### config.mk
export PLATFORM = sky130hd
export DESIGN_NAME = gfx_irq_ctrl
export DESIGN_NICKNAME = d
export VERILOG_FILES = /design/src/rtl/gic_pkg.sv /design/src/rtl/gic_decode.sv /design/src/rtl/gic_pend.sv /design/src/rtl/gfx_irq_ctrl.sv
export SDC_FILE = /design/constraint.sdc
export NUM_CORES = 1
export LEC_CHECK = 0
export BUFFER_PORTS_ARGS = -buffer_cell sky130_fd_sc_hd__buf_4
export CORE_AREA = 2 2 45 58
export DETAILED_ROUTE_END_ITERATION = 16
export DIE_AREA = 0 0 47 60
export HOLD_SLACK_MARGIN = 0.1
export PLACE_DENSITY = 0.73
export SLEW_MARGIN = 15
export SYNTH_ARGS = -nofsm -noshare
export SYNTH_HDL_FRONTEND = slang
export SYNTH_SLANG_ARGS = --single-unit
### constraint.sdc
create_clock -name clk -period 1 [get_ports clk]
set_input_delay 0 -clock clk [delete_from_list [all_inputs] [get_ports clk]]
set_output_delay 0 -clock clk [all_outputs]
set_load 0.01 [all_outputs]
### src/rtl/gic_pkg.sv
package gic_pkg;
    localparam int NSRC    = 3;
    localparam int B_FRAME = 0;
    localparam int B_FLUSH = 1;
    localparam int B_OOM   = 2;

    typedef enum logic [1:0] {
        SEL_NONE,
        SEL_STAT,
        SEL_ESET,
        SEL_ECLR
    } sel_e;

    typedef struct packed {
        logic [NSRC-1:0] en;
        logic            irq;
    } ctl_t;
endpackage

### src/rtl/gic_decode.sv
module gic_decode
    import gic_pkg::*;
#(
    parameter int ADDR_W = 4,
    parameter logic [ADDR_W-1:0] A_STAT = 'h0,
    parameter logic [ADDR_W-1:0] A_ESET = 'h4,
    parameter logic [ADDR_W-1:0] A_ECLR = 'h8
) (
    input  logic [ADDR_W-1:0] addr,
    output sel_e              sel
);
    always_comb begin
        if (addr == A_STAT)      sel = SEL_STAT;
        else if (addr == A_ESET) sel = SEL_ESET;
        else if (addr == A_ECLR) sel = SEL_ECLR;
        else                     sel = SEL_NONE;
    end
endmodule

### src/rtl/gic_pend.sv
module gic_pend #(
    parameter int NSRC = 3,
    parameter logic [NSRC-1:0] LEVEL_MASK = '0
) (
    input  logic            clk,
    input  logic            rst_n,
    input  logic [NSRC-1:0] cause,
    input  logic [NSRC-1:0] ack,
    output logic [NSRC-1:0] pend_d,
    output logic [NSRC-1:0] pend_q
);
    for (genvar i = 0; i < NSRC; i++) begin : g_bit
        if (LEVEL_MASK[i]) begin : g_level
            // Held cause: re-asserted every cycle it is present.
            always_comb pend_d[i] = cause[i] | (pend_q[i] & ~ack[i]);
        end else begin : g_pulse
            // Pulse cause: latched; the new event wins over an ack.
            always_comb pend_d[i] = (pend_q[i] & ~ack[i]) | cause[i];
        end
    end

    always_ff @(posedge clk or negedge rst_n) begin
        if (!rst_n) pend_q <= '0;
        else        pend_q <= pend_d;
    end
endmodule

### src/rtl/gfx_irq_ctrl.sv
module gfx_irq_ctrl
    import gic_pkg::*;
#(
    parameter int ADDR_W = 4,
    parameter int DATA_W = 32,
    parameter logic [ADDR_W-1:0] A_STAT = 'h0,
    parameter logic [ADDR_W-1:0] A_ESET = 'h4,
    parameter logic [ADDR_W-1:0] A_ECLR = 'h8
) (
    input  logic              clk,
    input  logic              rst_n,
    input  logic [ADDR_W-1:0] bus_addr,
    input  logic              bus_we,
    input  logic [DATA_W-1:0] bus_wdata,
    output logic [DATA_W-1:0] bus_rdata,
    input  logic              ev_frame_done,
    input  logic              ev_flush_done,
    input  logic              oom_level,
    output logic              irq_out
);
    localparam int PAD_W = DATA_W - NSRC;
    localparam logic [NSRC-1:0] LEVEL_SRCS = NSRC'(1) << B_OOM;

    sel_e            sel;
    logic [NSRC-1:0] wmask;
    logic [NSRC-1:0] ack;
    logic [NSRC-1:0] cause;
    logic [NSRC-1:0] pend_d;
    logic [NSRC-1:0] pend_q;
    ctl_t            st_d;
    ctl_t            st_q;

    gic_decode #(
        .ADDR_W(ADDR_W), .A_STAT(A_STAT), .A_ESET(A_ESET), .A_ECLR(A_ECLR)
    ) u_dec (
        .addr(bus_addr),
        .sel (sel)
    );

    always_comb begin
        wmask = bus_wdata[NSRC-1:0];
        ack   = (bus_we && sel == SEL_STAT) ? wmask : '0;
        cause = '0;
        cause[B_FRAME] = ev_frame_done;
        cause[B_FLUSH] = ev_flush_done;
        cause[B_OOM]   = oom_level;
    end

    gic_pend #(.NSRC(NSRC), .LEVEL_MASK(LEVEL_SRCS)) u_pend (
        .clk   (clk),
        .rst_n (rst_n),
        .cause (cause),
        .ack   (ack),
        .pend_d(pend_d),
        .pend_q(pend_q)
    );

    always_comb begin
        st_d = st_q;
        if (bus_we && sel == SEL_ESET) st_d.en = st_q.en | wmask;
        if (bus_we && sel == SEL_ECLR) st_d.en = st_q.en & ~wmask;
        st_d.irq = |(pend_d & st_d.en);
    end

    always_ff @(posedge clk or negedge rst_n) begin
        if (!rst_n) st_q <= '0;
        else        st_q <= st_d;
    end

    always_comb begin
        unique case (sel)
            SEL_STAT: bus_rdata = {{PAD_W{1'b0}}, pend_q};
            SEL_ESET,
            SEL_ECLR: bus_rdata = {{PAD_W{1'b0}}, st_q.en};
            default:  bus_rdata = '0;
        endcase
    end

    assign irq_out = st_q.irq;
endmodule

==> flow_summary.toml <==
[outcome]
outcome = "finished, violations left"
violations = "setup timing"

[sta]
fmaxAchievable_ghz = 0.842
setup_viol = 5
rsz0062_at_grt = "yes"
tns_ns = -0.719
layout_worst_path_cycle_share = 1.19
hold_viol_final = 0
worst_slack_ns = -0.188
slew_viol_final = 0
skew_ns = 0.00338
period_needed_ns = 1.19
fin_hold_ws_ns = 0.0500

[critical_path]
cp.buffers_inverters = 1
r2r_end = "irq_out"
r2r-start = "st_q[1]"
arrival_ns = 1.19
worstSetupEndpointType = "output port"
cp-endpoint = "bus_rdata[0]"
worstSetupStartpoint = "st_q[1]"
cp_num_cells = 5
cp_top_family = "flip-flops"
timing.reg2reg.setup_slack_ns = -0.16
cp_data_required_time_ns = 1.00
path_cells = "mux2i_1 -> nor2_1 -> a21oi_1 -> nor3_1 -> buf_4"
rr_worst_depth = 4
cp_max_fo = 3
crit_type = "reg -> out"
slowest_delay_ns = 0.40
crit_slowest_cell = "dfrtp_1"
critPathLaunchType = "flop"

[placed_design]
gp_congestion = 0.837
dp_cells = 132
dp_hpwl_um = 1110
place_area_um2 = 743
port-buffer-count = 16
pre_cts_slack_ns = -0.142

[synth]
netlist_top_cells_area = "buf_4, dfrtp_1, a21oi_1"
yosysUniqueCellTypes = 19
syn_area_per_cell_um2 = 8.36
synth_top_area_frac = 0.330
seq_area_frac_synth = 0.265
yosysWarnings = 0
syn_area_um2 = 661
ys_seq_elements = 7
syn_inst = 79
synth_area_leader_cell = "buf_4"

[drt]
firstDrtPassIters = 2
totalWireLength_um = 1420
ant_nets = 0
via_per_inst = 4.01
drc = 0
wl_per_cell_um = 9.88
num_vias = 578
drt_iter0_markers = 5

[hold_path]
hold_path.startpoint = "ev_frame_done"
min_path_type = "in -> reg"

[finish]
final_util = 0.370
stdcell_area_um2 = 851
mostFrequentLayoutCell = "conb_1"
area_delta_synth_final_pct = 28.8
finalNonFillerCells = 144
drive_gt1_frac = 0.315
fin_nets = 154
n_fill_cell = 258
n_antenna_cell = 0
final_cell_mix = "conb_1, buf_4, a21oi_1, dfrtp_1"

[power_and_ir_drop]
p_leak_nw = 0.442
power.density_nw_per_um2 = 905
max-vdd-ir-drop_mv = 0.440
p_total_uw = 770

[floorplanning]
die_area_um2 = 2820
die_w_um = 47
coreArea_um2 = 2300
fp.dieH_um = 60
num_rows = 20
initial_core_util = 0.287
ios = 75

[global_routing]
first_global_vias = 572
grt_usage = 0.104
gr-total-overflow = 0
grt_start_max_net_pins = 8
grt_pass1_wl_um = 2040
antenna_found_initial = 0

[clock_network]
cts_buffers = 3
htreeDepth = 1
clk_path_buf_depth = 2
clock_sinks = 7
root_buffer = "clkbuf_4"
cts_hold_buf = 5
cts_tree = "yes"
clk_latency_ns = 0.26
clkTransAtPathRegs_ns = 0.05

[run]
maxCapViolCount = 0
-- worst min-delay path, cell delays in order --
cell and delay (ns):
buf_4 0.11, nor2_1 0.09, a31oi_1 0.06
-- cell usage after synthesis (all sizes together) --
cell type / number
a21oi: 9
a221o: 1
a221oi: 1
a31o: 1
a31oi: 2
buf: 30
conb: 1
dfrtp: 7
inv: 6
mux2i: 3
nand2: 1
nand4bb: 1
nor2: 6
nor3: 5
nor3b: 1
nor4b: 1
o21ai: 3
-- power breakdown --
group	internal (mW)	leakage (nW)	switching (mW)
registers	0.291	0.0817	0.00415
clock network	0.153	0.0150	0.108
logic	0.0900	0.346	0.125
total	0.533	0.442	0.237
-- cell type report --
type                            instances  area, um2  area share
Clock buffer                            4       26.3      0.0309
Inverter                                6       22.5      0.0265
Multi-Input combinational cell         64        350       0.412
Sequential cell                         7        175       0.206
Tap cell                               33       41.3      0.0485
Timing Repair Buffer                   30        235       0.276
-- registers in the layout, summed over array words and instances (netlist names) --
register,count
irq_out,1
st_q,3
u_pend.pend_q,3
-- cells by family after synthesis --
family                 Yosys count  synth area share
buffers and inverters           36             0.381
AO/OA/AOI/OAI                   17             0.161
AND/OR/NAND/NOR                 15             0.142
flip-flops                       7             0.265
multiplexers                     3            0.0455
other                            1           0.00568
-- worst min path at each step --
stage | end | slack [ns] | depth (start not counted)
after floorplan | irq_out | -0.30 | 0
after global placement | st_q[2] | -0.19 | 1
after detailed placement | u_pend.pend_q[1] | -0.18 | 1
after CTS | u_pend.pend_q[0] | 0.05 | 3
after global routing | u_pend.pend_q[0] | 0.05 | 3
final | u_pend.pend_q[0] | 0.05 | 3
-- timing repair --
| action | in CTS | in global routing |
|---|---|---|
| setup endpoints to repair | 4 | 12 |
| setup buffers | 3 | 1 |
| endpoints found under the hold margin | 12 | 3 |
| pin swaps | 3 | 4 |
| gates resized for setup | 1 | 3 |
-- layer usage --
metal / vias up / track usage / wire length (um)
met5: - / 0 / 0
met4: 0 / 0.0873 / 30
met3: 3 / 0.0363 / 140
met2: 32 / 0.186 / 747
met1: 270 / 0.0858 / 503
li1: 273 / - / -
Note: power is estimated with default switching activity, not from simulation.
